<file path="src/rtl/flash_irq_pkg.sv">
package flash_irq_pkg;

    // register word indices
    localparam int IDX_MASK  = 0;
    localparam int IDX_CLEAR = 1;
    localparam int IDX_RAW   = 2;
    localparam int IDX_MSTAT = 3;
    localparam int IDX_RECOV = 4;

    typedef enum logic [1:0] {
        RV_IDLE   = 2'd0,
        RV_HOLD   = 2'd1,
        RV_SETTLE = 2'd2
    } recov_state_t;

endpackage

</file>
<file path="src/rtl/irq_raw_bank.sv">
module irq_raw_bank #(
    parameter int NUM_SRC = 8
) (
    input  logic               clk,
    input  logic               rst_n,
    input  logic [NUM_SRC-1:0] set_i,
    input  logic [NUM_SRC-1:0] clr_i,
    output logic [NUM_SRC-1:0] raw_o
);

    for (genvar k = 0; k < NUM_SRC; k++) begin : g_bit
        logic bit_q;
        always_ff @(posedge clk or negedge rst_n) begin
            if (!rst_n) begin
                bit_q <= 1'b0;
            end else if (set_i[k]) begin
                bit_q <= 1'b1;          // event beats a same-cycle clear
            end else if (clr_i[k]) begin
                bit_q <= 1'b0;
            end
        end
        assign raw_o[k] = bit_q;
    end

endmodule

</file>
<file path="src/rtl/irq_mask_reg.sv">
module irq_mask_reg #(
    parameter int NUM_SRC = 8
) (
    input  logic               clk,
    input  logic               rst_n,
    input  logic               wr_i,
    input  logic [NUM_SRC-1:0] wdata_i,
    output logic [NUM_SRC-1:0] mask_o
);

    always_ff @(posedge clk or negedge rst_n) begin
        if (!rst_n) begin
            mask_o <= '1;
        end else if (wr_i) begin
            mask_o <= wdata_i;
        end
    end

endmodule

</file>
<file path="src/rtl/recover_seq.sv">
module recover_seq
    import flash_irq_pkg::*;
#(
    parameter int RST_HOLD = 4
) (
    input  logic clk,
    input  logic rst_n,
    input  logic start_i,
    output logic busy_o,
    output logic dp_rst_o
);

    localparam int CNT_W = (RST_HOLD > 1) ? $clog2(RST_HOLD) : 1;
    localparam logic [CNT_W-1:0] CNT_END = CNT_W'(RST_HOLD - 1);

    recov_state_t state_q, state_d;
    logic [CNT_W-1:0] cnt_q, cnt_d;

    // state register
    always_ff @(posedge clk or negedge rst_n) begin
        if (!rst_n) begin
            state_q <= RV_IDLE;
            cnt_q   <= '0;
        end else begin
            state_q <= state_d;
            cnt_q   <= cnt_d;
        end
    end

    // next state
    always_comb begin
        state_d = state_q;
        cnt_d   = cnt_q;
        unique case (state_q)
            RV_IDLE: begin
                if (start_i) begin
                    state_d = RV_HOLD;      // start
                    cnt_d   = '0;
                end
            end
            RV_HOLD: begin
                if (cnt_q == CNT_END) begin
                    state_d = RV_SETTLE;    // release
                end else begin
                    cnt_d = cnt_q + 1'b1;   // count
                end
            end
            RV_SETTLE: begin
                state_d = RV_IDLE;          // finish
            end
            default: begin
                state_d = RV_IDLE;
            end
        endcase
    end

    // outputs
    always_comb begin
        busy_o   = 1'b1;
        dp_rst_o = 1'b0;
        unique case (state_q)
            RV_IDLE:   busy_o   = 1'b0;
            RV_HOLD:   dp_rst_o = 1'b1;
            RV_SETTLE: dp_rst_o = 1'b0;
            default:   busy_o   = 1'b0;
        endcase
    end

endmodule

</file>
<file path="src/rtl/flash_irq_ctl.sv">
module flash_irq_ctl
    import flash_irq_pkg::*;
#(
    parameter int NUM_SRC  = 8,
    parameter int ADDR_W   = 3,
    parameter int RST_HOLD = 4
) (
    input  logic               clk,
    input  logic               rst_n,
    input  logic [NUM_SRC-1:0] event_i,
    input  logic               reg_we,
    input  logic [ADDR_W-1:0]  reg_addr,
    input  logic [NUM_SRC-1:0] reg_wdata,
    output logic [NUM_SRC-1:0] reg_rdata,
    output logic               dp_rst_o,
    output logic               irq_o
);

    localparam logic [ADDR_W-1:0] A_MASK  = ADDR_W'(IDX_MASK);
    localparam logic [ADDR_W-1:0] A_CLEAR = ADDR_W'(IDX_CLEAR);
    localparam logic [ADDR_W-1:0] A_RAW   = ADDR_W'(IDX_RAW);
    localparam logic [ADDR_W-1:0] A_MSTAT = ADDR_W'(IDX_MSTAT);
    localparam logic [ADDR_W-1:0] A_RECOV = ADDR_W'(IDX_RECOV);

    logic [NUM_SRC-1:0] raw_q;
    logic [NUM_SRC-1:0] mask_q;
    logic [NUM_SRC-1:0] mstat;
    logic [NUM_SRC-1:0] clr_vec;
    logic               mask_wr;
    logic               rcv_start;
    logic               rcv_busy;

    assign mask_wr   = reg_we && (reg_addr == A_MASK);
    assign clr_vec   = (reg_we && (reg_addr == A_CLEAR)) ? reg_wdata : '0;
    assign rcv_start = reg_we && (reg_addr == A_RECOV) && reg_wdata[0];

    irq_raw_bank #(.NUM_SRC(NUM_SRC)) u_raw (
        .clk   (clk),
        .rst_n (rst_n),
        .set_i (event_i),
        .clr_i (clr_vec),
        .raw_o (raw_q)
    );

    irq_mask_reg #(.NUM_SRC(NUM_SRC)) u_mask (
        .clk     (clk),
        .rst_n   (rst_n),
        .wr_i    (mask_wr),
        .wdata_i (reg_wdata),
        .mask_o  (mask_q)
    );

    recover_seq #(.RST_HOLD(RST_HOLD)) u_recov (
        .clk      (clk),
        .rst_n    (rst_n),
        .start_i  (rcv_start),
        .busy_o   (rcv_busy),
        .dp_rst_o (dp_rst_o)
    );

    assign mstat = raw_q & ~mask_q;
    assign irq_o = |mstat;

    always_comb begin
        reg_rdata = '0;
        case (reg_addr)
            A_MASK:  reg_rdata = mask_q;
            A_RAW:   reg_rdata = raw_q;
            A_MSTAT: reg_rdata = mstat;
            A_RECOV: reg_rdata[0] = rcv_busy;
            default: reg_rdata = '0;
        endcase
    end

endmodule

</file>
<file path="config.mk">
export PLATFORM = sky130hd
export DESIGN_NAME = flash_irq_ctl
export DESIGN_NICKNAME = d
export VERILOG_FILES = /design/src/rtl/flash_irq_pkg.sv /design/src/rtl/irq_raw_bank.sv /design/src/rtl/irq_mask_reg.sv /design/src/rtl/recover_seq.sv /design/src/rtl/flash_irq_ctl.sv
export SDC_FILE = /design/constraint.sdc
export NUM_CORES = 1
export LEC_CHECK = 0
export BUFFER_PORTS_ARGS = -buffer_cell sky130_fd_sc_hd__buf_2
export CORE_ASPECT_RATIO = 0.8
export CORE_UTILIZATION = 55
export DETAILED_ROUTE_END_ITERATION = 8
export PLACE_DENSITY = 0.83
export SLEW_MARGIN = 20
export SYNTH_ARGS = -nofsm -noshare
export SYNTH_HDL_FRONTEND = slang
export SYNTH_SLANG_ARGS = --single-unit
export TNS_END_PERCENT = 1
</file>
<file path="constraint.sdc">
create_clock -name clk -period 2.2 [get_ports clk]
set_clock_uncertainty 0.1 [all_clocks]
set_input_delay 0.44 -clock clk [delete_from_list [all_inputs] [get_ports clk]]
set_output_delay 0.44 -clock clk [all_outputs]
set_load 0.02 [all_outputs]
</file>
## After elaboration in Yosys (flattened, before gate mapping)

Cells that the tools add are included.
Widths: inputs -> output; s select.

- Register bits after elaboration: 20
- Logic and storage cells: 70

- $add $sub $neg: 1
- Equality and inequality tests: 10
- Muxes and demuxes: 27
- Bitwise gates (word level): 2
- Reductions and logical operators: 19

Operators by type and width:

| cell | count |
|---|---|
| $pmux 7 s3 | 1 |
| $mux 1 | 18 |
| $reduce_bool 2->1 | 9 |
| $and 8x8->8 | 1 |
| $mux 2 | 4 |
| $mux 8 | 1 |
| $not 8->8 | 1 |
| $pmux 2 s2 | 2 |
| $reduce_or 8->1 | 1 |
| $eq 3x2->1 const B | 2 |
| $eq 2x2->1 const B | 2 |
| $logic_and 1x1->1 | 4 |
| $ne 2x2->1 const B | 2 |
| $pmux 1 s4 | 1 |
| $eq 3x1->1 const B | 1 |
| $eq 3x3->1 const B | 1 |
| $logic_not 3->1 | 1 |
| $reduce_and 3->1 | 1 |
| $add 2x1->2 const B | 1 |
| $eq 2x1->1 const B | 1 |
| $logic_not 2->1 | 1 |
| $ne 2x1->1 const B | 1 |
| $reduce_and 2->1 | 1 |
| $reduce_or 2->1 | 1 |

## Logic depth before layout (Yosys ltp)

- Word-level depth: 5
- Depth in mapped cells: 5
- Gate-level depth less buffers: 5

## Modules after synthesis

Synthesis repeated with hierarchy kept, for this count alone.

- Cells, all modules: 129
- Area, all modules: 1407.6 µm²

Modules (own cells, without submodules):

| module | times used | cells each | area each (µm²) | sequential area each (µm²) |
|---|---|---|---|---|
| flash_irq_ctl | 1 | 51 | 430.4 | 0.0 |
| irq_raw_bank | 1 | 32 | 350.3 | 200.2 |
| irq_mask_reg | 1 | 17 | 341.6 | 210.2 |
| recover_seq | 1 | 29 | 285.3 | 100.1 |

## Least setup slack after synthesis

OpenSTA, ideal clock, no wires.

- Path kind: input to output
- Start point: in reg_addr[1]
- End point: out reg_rdata[2]
- Arrival: 1491 ps
- Setup slack: 169 ps
- Stages: 4
- Path buffers: 2
- Cells stage by stage: buf_6 clkbuf_1 o21ai_0 a211oi_1

- Word-level cells in the longest chain between the ends: 2

RTL lines:

| item | RTL line | RTL |
|---|---|---|
| start, declared | flash_irq_ctl.sv:12 | `input logic [ADDR_W-1:0] reg_addr,` |
| $eq 3x2->1 or $logic_not 3->1 (tied branches) | flash_irq_ctl.sv:66 | `case (reg_addr)` |
| $pmux 7 s3 * | flash_irq_ctl.sv:66 |  |
| end, declared | flash_irq_ctl.sv:14 | `output logic [NUM_SRC-1:0] reg_rdata,` |

Every way passes the cells marked *; elsewhere a longest branch is shown, timed or not.

## Worst setup path after layout

- Start point: reg u_mask.mask_o[0]
- End point: out irq_o

- Word-level cells in the longest chain between the ends: 3

RTL lines:

| item | RTL line | RTL |
|---|---|---|
| start, declared | irq_mask_reg.sv:8 | `output logic [NUM_SRC-1:0] mask_o` |
| start signal, assigned | irq_mask_reg.sv:15 | `mask_o <= wdata_i;` |
| $not 8->8 | flash_irq_ctl.sv:61 | `assign mstat = raw_q & ~mask_q;` |
| $and 8x8->8 | flash_irq_ctl.sv:61 |  |
| $reduce_or 8->1 | flash_irq_ctl.sv:62 | `assign irq_o = \|mstat;` |
| end, declared | flash_irq_ctl.sv:16 | `output logic irq_o` |

Every way passes these cells.

==> metrics.csv <==
metric,value,unit
status,completed,
yosysTopAreaCell,dfrtp_1,
synth.area.mux_share,8.43,%
wl_per_cell,15.2,µm
rsz0062_at_grt,no,
async_flop_share,100,%
cpPeakStageDelay,0.56,ns
antenna_found_initial,0,
final_core_util,74.2,%
synthTopCellsByArea,"dfrtp_1 25%, dfstp_2 18%, mux2_2 7.6%, or2_2 5.3%, a211oi_1 4.4%",
syn_area,1190,µm²
final_layout_size_suffix_gt1_share,47.2,%
grtUsageTotal,25.1,%
layout_commonest_cell,buf_2,
finalSetupViolCount,0,
hpwl,2100,µm
relSlewSlack,56.3,%
power,0.00130,W
synth-simple-area-share,16.3,%
drv_cap,0,
totalWireLength,2780,µm
numCtsBuffers,3,
io_pins,32,
synth_fa_ha_area_share,4.21,%
area_delta_synth_final,22.7,%
dpl.cell_count,176,
via_per_inst,5.70,
worst-path-buf-inv,1,
finalNetCount,187,
grt_pass1_wl,4110,µm
synth_warnings,0,
clock-sinks,20,
diodes,0,
grt_max_degree,21,
drv_slew,0,
htreeDepth,1,
ir_drop,680,µV
max_freq,0.465,GHz
cts_tree,built,
worstSetupStartpointType,flip-flop,
crit_path_max_fanout,3,
hold_class,input port to flip-flop,
remaining_drc_errors,0,
synthXorXnorAreaFrac,0,%
drt_iter0_markers,41,
ys_seq_elements,20,
synth-edff-count,0,
portBuffers,31,
yosysSeqAreaShare,43.0,%
crit_path_top_delay_cell,dfstp_2,
insertion_delay,0.29,ns
initial_utilization,60.5,%
final_cell_mix,"30 x buf_2, 13 x inv_1, 12 x dfrtp_1",
gr-total-overflow,0,
syn_area_per_cell,9.89,µm²
syn_nets,146,
num_rows,14,
hold_violations,0,
synth_compound_area_share,20.5,%
dr.pass1.iters,4,
antenna_left,0,
finalCriticalPeriod,2.15,ns
die_width,54.0,µm
cp_cell_sequence,o22ai_1 > or4_4 > buf_6,
routabilityCongestion,0.888,
core,1960,µm²
tightestPinTransition,0.646,ns
vias,1044,
first_global_vias,932,
cp_data_required_time,1.66,ns
cts_max_path_buffers,2,
tns,0,ns
die_h,43.6,µm
p_leak,0.692,nW
die_area,2350,µm²
synth-main-ff-cell,dfrtp_1,
synth_top_family_by_area,compound AO/OA/AOI/OAI gates,
power.density,894,nW/µm²
syn_inst,120,
worstSetupPathType,flip-flop to output pin,
cts_root_buffer,clkbuf_4,
cp_data_arrival_time,1.61,ns
yosysUniqueCellTypes,32,
period_share,97.8,%
post-synth-top-area-fraction,25.3,%
clkSlewWorstSetupHoldPaths,0.10,ns
cp-end-kind,output pin,
final_cells,183,
cp_top_family,flip-flops,
[logic make-up (layout without fill, tap and decap cells)]
group | after synthesis | after routing
buffers and inverters | 19 | 58
adders and majority gates | 4 | 4
and+or+nand+nor | 32 | 32
AOI/OAI and AO/OA | 36 | 36
muxes | 9 | 9
DFF | 20 | 20
[flip-flops by register name, indices dropped and copies added, names as in the netlist]
signal             cells
u_mask.mask_o          8
u_raw.g_bit.bit_q      8
u_recov.cnt_q          2
u_recov.state_q        2
[final cells by class]
type,count,area (µm²)
multi-input combinational,81,598
sequential,20,510
fill,156,505
timing repair buffer,42,246
inverter,13,48.8
tap,24,30.0
clock buffer,3,22.5
[path summary, 6_finish.rpt]
kind                       cells after the start  slack (ns)                    to          startpoint
min in group asynchronous                      2        0.51      u_recov.cnt_q[1]               rst_n
min                                            2        0.23  u_raw.g_bit[3].bit_q          event_i[3]
max reg2reg                                    5        0.62    u_recov.state_q[0]  u_recov.state_q[1]
max                                            3        0.05                 irq_o    u_mask.mask_o[0]
min reg2reg                                    1        0.46      u_recov.cnt_q[0]    u_recov.cnt_q[0]
max in group asynchronous                      2        1.16      u_mask.mask_o[3]               rst_n
[where the power goes]
part	internal [W]	total, W	switching [W]
combinational	0.000277	0.000605	0.000328
clock	0.0000638	0.000163	0.0000992
sequential	0.000467	0.000534	0.0000674
total	0.000808	0.00130	0.000494
[repair_timing]
item                                    in CTS  in global routing
setup buffers                                0                  3
gates resized for setup                      0                  4
endpoints found under the setup margin       0                  1
hold endpoints to repair                    12                  0
hold buffers                                 1                  0
[layer usage]
metal | wire length, µm | track usage (%)
met4 | 21 | 7.89
met5 | 0 | 0
met2 | 1330 | 39.5
met1 | 1230 | 31.0
met3 | 193 | 10.5
[cell usage after synthesis (4+ instances only)]
library cell and number:
a211oi_1 7, a21oi_1 9, dfrtp_1 12, dfstp_2 8, ha_1 4, inv_1 13
mux2_2 8, nand2_1 11, o21ai_0 7, o22ai_1 4, or2_2 10
[per-stage QoR]
| step | hold slack (ns) | area, µm² | setup slack (ns) |
|---|---|---|---|
| after floorplan | 0.0444 | 1190 | 0.169 |
| after global placement | 0.296 | 1390 | 0.114 |
| after detailed placement | 0.310 | 1390 | 0.136 |
| after CTS | 0.221 | 1420 | 0.0222 |
| after global routing | 0.211 | 1460 | 0.00612 |
| final | 0.231 | 1460 | 0.0478 |
Power figures use the tool's default switching activity.
